<file path="config.mk">
export PLATFORM = sky130hd
export DESIGN_NAME = gpr_alu_datapath
export DESIGN_NICKNAME = d
export VERILOG_FILES = /design/src/rtl/gpr_dp_pkg.sv /design/src/rtl/cw_field_decode.sv /design/src/rtl/gpr_bank.sv /design/src/rtl/operand_pick.sv /design/src/rtl/alu_core.sv /design/src/rtl/gpr_alu_datapath.sv
export SDC_FILE = /design/constraint.sdc
export NUM_CORES = 1
export LEC_CHECK = 0
export BUFFER_PORTS_ARGS = -buffer_cell sky130_fd_sc_hd__buf_2
export CAP_MARGIN = 20
export CORE_MARGIN = 8
export CORE_UTILIZATION = 64
export DETAILED_ROUTE_END_ITERATION = 10
export GPL_ROUTABILITY_DRIVEN = 0
export GPL_TIMING_DRIVEN = 0
export PLACE_DENSITY = 0.84
export SKIP_LAST_GASP = 1
export SYNTH_ARGS = -nofsm -noshare
export SYNTH_HDL_FRONTEND = slang
export SYNTH_SLANG_ARGS = --single-unit
</file>
<file path="constraint.sdc">
create_clock -name clk -period 12.9 [get_ports clk]
set_input_delay 2.58 -clock clk [delete_from_list [all_inputs] [get_ports clk]]
set_output_delay 2.58 -clock clk [all_outputs]
set_load 0.05 [all_outputs]
</file>
<file path="src/rtl/gpr_dp_pkg.sv">
package gpr_dp_pkg;
  localparam int DEF_DATA_W = 8;
  localparam int DEF_SEL_W  = 3;
  localparam int OP_W       = 5;

  localparam logic [OP_W-1:0] OP_PASS = 5'b00000;
  localparam logic [OP_W-1:0] OP_INC  = 5'b00001;
  localparam logic [OP_W-1:0] OP_ADD  = 5'b00010;
  localparam logic [OP_W-1:0] OP_SUB  = 5'b00101;
  localparam logic [OP_W-1:0] OP_DEC  = 5'b00110;
  localparam logic [OP_W-1:0] OP_AND  = 5'b01000;
  localparam logic [OP_W-1:0] OP_OR   = 5'b01010;
  localparam logic [OP_W-1:0] OP_XOR  = 5'b01100;
  localparam logic [OP_W-1:0] OP_SHR  = 5'b10000;
  localparam logic [OP_W-1:0] OP_SHL  = 5'b11000;
endpackage

</file>
<file path="src/rtl/cw_field_decode.sv">
module cw_field_decode
  import gpr_dp_pkg::*;
#(
  parameter int SEL_W = DEF_SEL_W,
  localparam int NUM_REGS = (1 << SEL_W) - 1,
  localparam int CW_W = 3 * SEL_W + OP_W
) (
  input  logic [CW_W-1:0]     ctrl_word,
  output logic [SEL_W-1:0]    sel_a,
  output logic [SEL_W-1:0]    sel_b,
  output logic [SEL_W-1:0]    sel_dst,
  output logic [OP_W-1:0]     op_code,
  output logic [NUM_REGS-1:0] load_en
);
  // Field layout, most significant first: A select, B select, destination, op
  assign sel_a   = ctrl_word[CW_W-1 -: SEL_W];
  assign sel_b   = ctrl_word[CW_W-1-SEL_W -: SEL_W];
  assign sel_dst = ctrl_word[OP_W+SEL_W-1 -: SEL_W];
  assign op_code = ctrl_word[OP_W-1:0];

  // Destination decoder: code 0 enables nothing, code n enables slot n-1
  for (genvar i = 0; i < NUM_REGS; i++) begin : g_dec
    assign load_en[i] = (sel_dst == SEL_W'(i + 1));
  end
endmodule

</file>
<file path="src/rtl/gpr_bank.sv">
module gpr_bank #(
  parameter int DATA_W = 8,
  parameter int SEL_W  = 3,
  localparam int NUM_REGS = (1 << SEL_W) - 1
) (
  input  logic                             clk,
  input  logic                             rst,
  input  logic [NUM_REGS-1:0]              load_en,
  input  logic [DATA_W-1:0]                wr_data,
  output logic [NUM_REGS-1:0][DATA_W-1:0]  reg_q
);
  logic [DATA_W-1:0] slot [NUM_REGS];

  always_ff @(posedge clk) begin
    for (int i = 0; i < NUM_REGS; i++) begin
      if (rst)             slot[i] <= '0;
      else if (load_en[i]) slot[i] <= wr_data;
    end
  end

  for (genvar i = 0; i < NUM_REGS; i++) begin : g_out
    assign reg_q[i] = slot[i];

    assert_hold_R3: assert property (@(posedge clk) disable iff (rst)
      !load_en[i] |=> $stable(reg_q[i]))
      else $error("register slot %0d changed without a load", i);

    assert_capture_R8: assert property (@(posedge clk) disable iff (rst)
      load_en[i] |=> reg_q[i] == $past(wr_data))
      else $error("register slot %0d did not capture the result", i);

    assert_clear_R9: assert property (@(posedge clk)
      rst |=> reg_q[i] == '0)
      else $error("register slot %0d not cleared by reset", i);
  end

  assert_single_load_R3: assert property (@(posedge clk) disable iff (rst)
    $onehot0(load_en))
    else $error("more than one register load enabled");
endmodule

</file>
<file path="src/rtl/operand_pick.sv">
module operand_pick #(
  parameter int DATA_W = 8,
  parameter int SEL_W  = 3,
  localparam int NUM_REGS = (1 << SEL_W) - 1
) (
  input  logic [SEL_W-1:0]                sel,
  input  logic [DATA_W-1:0]               ext_data,
  input  logic [NUM_REGS-1:0][DATA_W-1:0] reg_q,
  output logic [DATA_W-1:0]               operand
);
  logic [SEL_W-1:0] slot_idx;

  // Code 0 takes the external bus; code n reads register n
  always_comb begin
    slot_idx = sel - SEL_W'(1);
    if (sel == '0) operand = ext_data;
    else           operand = reg_q[slot_idx];
  end
endmodule

</file>
<file path="src/rtl/alu_core.sv">
module alu_core
  import gpr_dp_pkg::*;
#(
  parameter int DATA_W = 8
) (
  input  logic [OP_W-1:0]   op_code,
  input  logic [DATA_W-1:0] opnd_a,
  input  logic [DATA_W-1:0] opnd_b,
  output logic [DATA_W-1:0] result,
  output logic              carry,
  output logic              zero
);
  localparam logic [DATA_W:0] ONE = (DATA_W+1)'(1);

  logic [DATA_W:0] wide_a;
  logic [DATA_W:0] wide_b;
  logic [DATA_W:0] wide_r;

  assign wide_a = {1'b0, opnd_a};
  assign wide_b = {1'b0, opnd_b};

  // Top bit of wide_r carries carry, borrow or shifted-out bit
  always_comb begin
    case (op_code)
      OP_INC:  wide_r = wide_a + ONE;
      OP_ADD:  wide_r = wide_a + wide_b;
      OP_SUB:  wide_r = wide_a - wide_b;
      OP_DEC:  wide_r = wide_a - ONE;
      OP_AND:  wide_r = {1'b0, opnd_a & opnd_b};
      OP_OR:   wide_r = {1'b0, opnd_a | opnd_b};
      OP_XOR:  wide_r = {1'b0, opnd_a ^ opnd_b};
      OP_SHR:  wide_r = {opnd_a[0], 1'b0, opnd_a[DATA_W-1:1]};
      OP_SHL:  wide_r = {opnd_a[DATA_W-1], opnd_a[DATA_W-2:0], 1'b0};
      default: wide_r = wide_a;
    endcase
  end

  assign result = wide_r[DATA_W-1:0];
  assign carry  = wide_r[DATA_W];
  assign zero   = (result == '0);
endmodule

</file>
<file path="src/rtl/gpr_alu_datapath.sv">
module gpr_alu_datapath
  import gpr_dp_pkg::*;
#(
  parameter int DATA_W = DEF_DATA_W,
  parameter int SEL_W  = DEF_SEL_W,
  localparam int NUM_REGS = (1 << SEL_W) - 1,
  localparam int CW_W = 3 * SEL_W + OP_W
) (
  input  logic              clk,
  input  logic              rst,
  input  logic [CW_W-1:0]   ctrl_word,
  input  logic [DATA_W-1:0] ext_data,
  output logic [DATA_W-1:0] alu_result,
  output logic              carry_out,
  output logic              zero_flag
);
  logic [SEL_W-1:0]                sel_a;
  logic [SEL_W-1:0]                sel_b;
  logic [SEL_W-1:0]                sel_dst;
  logic [OP_W-1:0]                 op_code;
  logic [NUM_REGS-1:0]             load_en;
  logic [NUM_REGS-1:0][DATA_W-1:0] reg_q;
  logic [DATA_W-1:0]               opnd_a;
  logic [DATA_W-1:0]               opnd_b;

  cw_field_decode #(.SEL_W(SEL_W)) u_decode (
    .ctrl_word (ctrl_word),
    .sel_a     (sel_a),
    .sel_b     (sel_b),
    .sel_dst   (sel_dst),
    .op_code   (op_code),
    .load_en   (load_en)
  );

  gpr_bank #(.DATA_W(DATA_W), .SEL_W(SEL_W)) u_bank (
    .clk     (clk),
    .rst     (rst),
    .load_en (load_en),
    .wr_data (alu_result),
    .reg_q   (reg_q)
  );

  operand_pick #(.DATA_W(DATA_W), .SEL_W(SEL_W)) u_pick_a (
    .sel      (sel_a),
    .ext_data (ext_data),
    .reg_q    (reg_q),
    .operand  (opnd_a)
  );

  operand_pick #(.DATA_W(DATA_W), .SEL_W(SEL_W)) u_pick_b (
    .sel      (sel_b),
    .ext_data (ext_data),
    .reg_q    (reg_q),
    .operand  (opnd_b)
  );

  alu_core #(.DATA_W(DATA_W)) u_alu (
    .op_code (op_code),
    .opnd_a  (opnd_a),
    .opnd_b  (opnd_b),
    .result  (alu_result),
    .carry   (carry_out),
    .zero    (zero_flag)
  );

  assert_nowrite_R3: assert property (@(posedge clk) disable iff (rst)
    (sel_dst == '0) |-> (load_en == '0))
    else $error("destination 0 enabled a register load");

  assert_add_R4: assert property (@(posedge clk) disable iff (rst)
    (op_code == OP_ADD) |-> (DATA_W'(alu_result - opnd_b) == opnd_a))
    else $error("addition result inconsistent with operands");

  assert_sub_R4: assert property (@(posedge clk) disable iff (rst)
    (op_code == OP_SUB) |-> (DATA_W'(alu_result + opnd_b) == opnd_a))
    else $error("subtraction result inconsistent with operands");

  assert_zero_R6: assert property (@(posedge clk) disable iff (rst)
    zero_flag |-> (alu_result == '0))
    else $error("zero flag set with nonzero result");
endmodule

</file>
==> results.md <==
- Area fraction in and, or, nand and nor cells after synthesis: 0.179
- Main flop type after synthesis: sky130_fd_sc_hd__edfxtp_1
- Worst min-delay path class: flip-flop to flip-flop
- Top cell type by total area after synthesis: sky130_fd_sc_hd__edfxtp_1
- Sum of net half-perimeters after detailed placement: 10600 um
- Final period utilization: 0.853
- Period minus WS final: 11.01 ns
- Clk_lat worst skew: 0.31 ns
- Setup Buffers After CTS: 0
- CTS tree: done
- Post-synthesis register bit count: 56
- Share of the synthesized area in the top cell type: 0.347
- Fraction of registers with async set or reset after synthesis: 0
- Final hold violation count: 0
- WL final: 13800 um
- Clock-pin slew reported for the worst setup and hold paths after clock tree synthesis: 0.10 ns
- Longest Clk Path Bufs: 2
- Power density normalized to cell area: 101 mW/mm2
- Relative slew margins: 0.387
- Total DRC errors in the routed layout: 0
- Clock tree root buffer cell: sky130_fd_sc_hd__clkbuf_8
- Number of nets in the synthesized netlist: 537
- Net total in the final layout: 571
- Initial core utilization: 0.664
- Total global routing overflow: 0
- Kind of critical path: input port to output port
- Status: complete, no violations
- Share of the core filled with cells: 0.713
- Number of maximum-capacitance constraint violations: 0
- PostCTS Resize Cnt: 0
- Maximum number of pins on one net before global-route repair: 20
- Clock net sink count: 56
- Post-layout power: 0.527 mW
- Total Routing Usage GR: 0.267
- CP startpoint kind: input port
- I/O pins: 34
- Compound-gate portion of the synthesized area: 0.189
- Die height: 103 um
- Endpoint class of the critical path: output port
- Lkg Pwr: 2.13 nW
- Setup WS post-layout: 1.89 ns
- DR WL/cell: 22.4 um
- Tightest Pin Transition: 0.919 ns
- Register ranked first by flip-flop count: u_bank.slot
- Row Count: 31
- Post-placement worst setup slack: 2.01 ns
- Maximum net fanout on the critical path: 10
- Registers with the highest flip-flop counts: u_bank.slot: 56 flops
- Main combinational cell family by area after synthesis: compound AO/OA/AOI/OAI gates
- H-tree levels: 2
- Number of CTS-inserted buffers: 5
- RSZ-0062 raised after global routing: false
- Count of antenna diodes in the layout: 0
- Remaining antenna violation count: 0
- Count of unique library cells instantiated by Yosys: 77
- Global-route wire length before repair: 21300 um
- Core ar.: 0.00729 mm2
- Fraction of synthesized cell area in xor and xnor cells: 0.0287
- Proportion of synthesized area in mux cells: 0.126
- Post-synthesis adder-cell area fraction: 0.0791
- Number of port buffers: 27
- Proportion of layout cells with a drive suffix above 1: 0.187
- Upper clock frequency limit: 90.9 MHz
- Die boundary width: 103 um
- Cell Area, Synth: 0.00484 mm2
- Final number of max-transition violations: 0
- Number of synthesized flops with an enable pin: 56
- Pre-Repair DR Iteration Count: 6
- Ranking of synthesized cells by area: sky130_fd_sc_hd__edfxtp_1 (35%), sky130_fd_sc_hd__ha_1 (7.5%), sky130_fd_sc_hd__mux4_2 (7.4%)
- Count of vias placed by the detailed router: 4301
- CP required: 10.32 ns
- Peak supply drop: 96.2 uV
- Antenna violations before repair: 0
- Clk_skew: 0.00585 ns
- Hold-fix buffer count after cts: 0
- Most common cell after layout, fill and taps aside: sky130_fd_sc_hd__nor2_1
- Number of filler instances in the final layout: 586
- Syn Inst Count: 483
- Setup_tns: 0 ns
- Max FFs per register: 56
- Commonest cells after routing, fill and taps aside: sky130_fd_sc_hd__nor2_1 (90), sky130_fd_sc_hd__edfxtp_1 (56), sky130_fd_sc_hd__nand2_1 (38)
- Average footprint of a synthesized cell: 10.0 um2
- Setup violators final: 0
- Die ar.: 0.0106 mm2
- Post-DR vias/cell: 6.97
- Register area share after synthesis: 0.347
- Via count of the first global-routing pass: 4079
- Yosys synthesis warning count: 0
- Worst Path Arrival: 8.43 ns
- Relative area change from synthesis to final layout: 7.31%
- First DRT Iteration DRCs: 609
[routing by layer]
| layer | routed length, um | up-vias | global-route usage |
|---|---|---|---|
| met2 | 6140 | 341 | 0.414 |
| li1 | - | 1879 | - |
| met1 | 5290 | 2014 | 0.353 |
| met3 | 1790 | 67 | 0.0641 |
| met4 | 583 | 0 | 0.100 |
| met5 | 0 | - | 0 |
[area by class of cell]
type | instances | area [um2] | area share
inverters | 34 | 128 | 0.0246
repair buffers | 27 | 135 | 0.0260
clock inverters | 3 | 26.3 | 0.00506
multi-input cells | 371 | 2920 | 0.561
clock buffers | 5 | 68.8 | 0.0132
well taps | 99 | 124 | 0.0238
plain buffers | 22 | 116 | 0.0224
flip-flops and latches | 56 | 1680 | 0.324
[path summary, 6_finish.rpt]
check	from	endpoint	slack, ns	depth (start not counted)
worst max-delay path	ctrl_word[8]	zero_flag	1.89	23
worst min-delay path	u_bank.slot[0][25]	u_bank.slot[0][18]	1.23	5
worst max register to register	u_bank.slot[1][0]	u_bank.slot[1][22]	8.52	16
worst min register to register	u_bank.slot[0][25]	u_bank.slot[0][18]	1.23	5
[cells in the mapped netlist (7+ instances only)]
| cell type | count |
|---|---|
| sky130_fd_sc_hd__nand2_1 | 38 |
| sky130_fd_sc_hd__nor2b_1 | 12 |
| sky130_fd_sc_hd__buf_2 | 9 |
| sky130_fd_sc_hd__nand3_1 | 14 |
| sky130_fd_sc_hd__mux2i_1 | 15 |
| sky130_fd_sc_hd__nor3_1 | 7 |
| sky130_fd_sc_hd__a221oi_1 | 8 |
| sky130_fd_sc_hd__ha_1 | 29 |
| sky130_fd_sc_hd__xnor2_1 | 8 |
| sky130_fd_sc_hd__clkbuf_1 | 10 |
| sky130_fd_sc_hd__nor2_1 | 90 |
| sky130_fd_sc_hd__edfxtp_1 | 56 |
| sky130_fd_sc_hd__mux4_2 | 16 |
| sky130_fd_sc_hd__o31a_1 | 7 |
| sky130_fd_sc_hd__inv_1 | 32 |
| sky130_fd_sc_hd__mux2_2 | 8 |
| sky130_fd_sc_hd__a21oi_1 | 7 |
| sky130_fd_sc_hd__o22ai_1 | 7 |
[critical path: stages]
cell,delay [ns]
sky130_fd_sc_hd__buf_2,0.26
sky130_fd_sc_hd__buf_2,0.31
sky130_fd_sc_hd__inv_1,0.17
sky130_fd_sc_hd__ha_1,0.35
sky130_fd_sc_hd__buf_2,0.28
sky130_fd_sc_hd__buf_2,0.33
sky130_fd_sc_hd__mux4_2,0.36
sky130_fd_sc_hd__nor2_1,0.15
sky130_fd_sc_hd__o31a_1,0.28
sky130_fd_sc_hd__ha_1,0.21
sky130_fd_sc_hd__inv_1,0.08
sky130_fd_sc_hd__nor3_1,0.37
sky130_fd_sc_hd__xnor2_1,0.12
sky130_fd_sc_hd__o221a_2,0.26
sky130_fd_sc_hd__ha_1,0.23
sky130_fd_sc_hd__or2_2,0.31
sky130_fd_sc_hd__o221ai_1,0.23
sky130_fd_sc_hd__nand3_1,0.11
sky130_fd_sc_hd__nor3b_1,0.18
sky130_fd_sc_hd__o21ai_2,0.52
sky130_fd_sc_hd__inv_1,0.13
sky130_fd_sc_hd__nor4b_2,0.30
sky130_fd_sc_hd__buf_2,0.31
[power breakdown]
group          leakage, nW  switching, mW  internal [mW]
clock network       0.0423         0.0609         0.0396
logic                 1.50          0.135         0.0726
registers            0.587        0.00749          0.212
total                 2.13          0.203          0.324
[through the flow]
stage	hold WS [ns]	area, um2	std cells
after global routing	1.24	5200	617
final	1.23	5200	617
after floorplan	1.01	4840	483
after detailed placement	1.19	5100	609
after CTS	1.21	5200	617
after global placement	1.18	5100	609
[cell families (layout without fill, tap and decap cells)]
kind of cell / after synthesis / in the layout
buffers and inverters: 56 / 91
AND/OR/NAND/NOR: 189 / 189
XOR/XNOR: 12 / 12
AO/OA/AOI/OAI: 100 / 100
flip-flops: 56 / 56
multiplexers: 40 / 40
adder cells (fa/ha/maj): 30 / 30
Note: power is estimated with default switching activity, not from simulation.
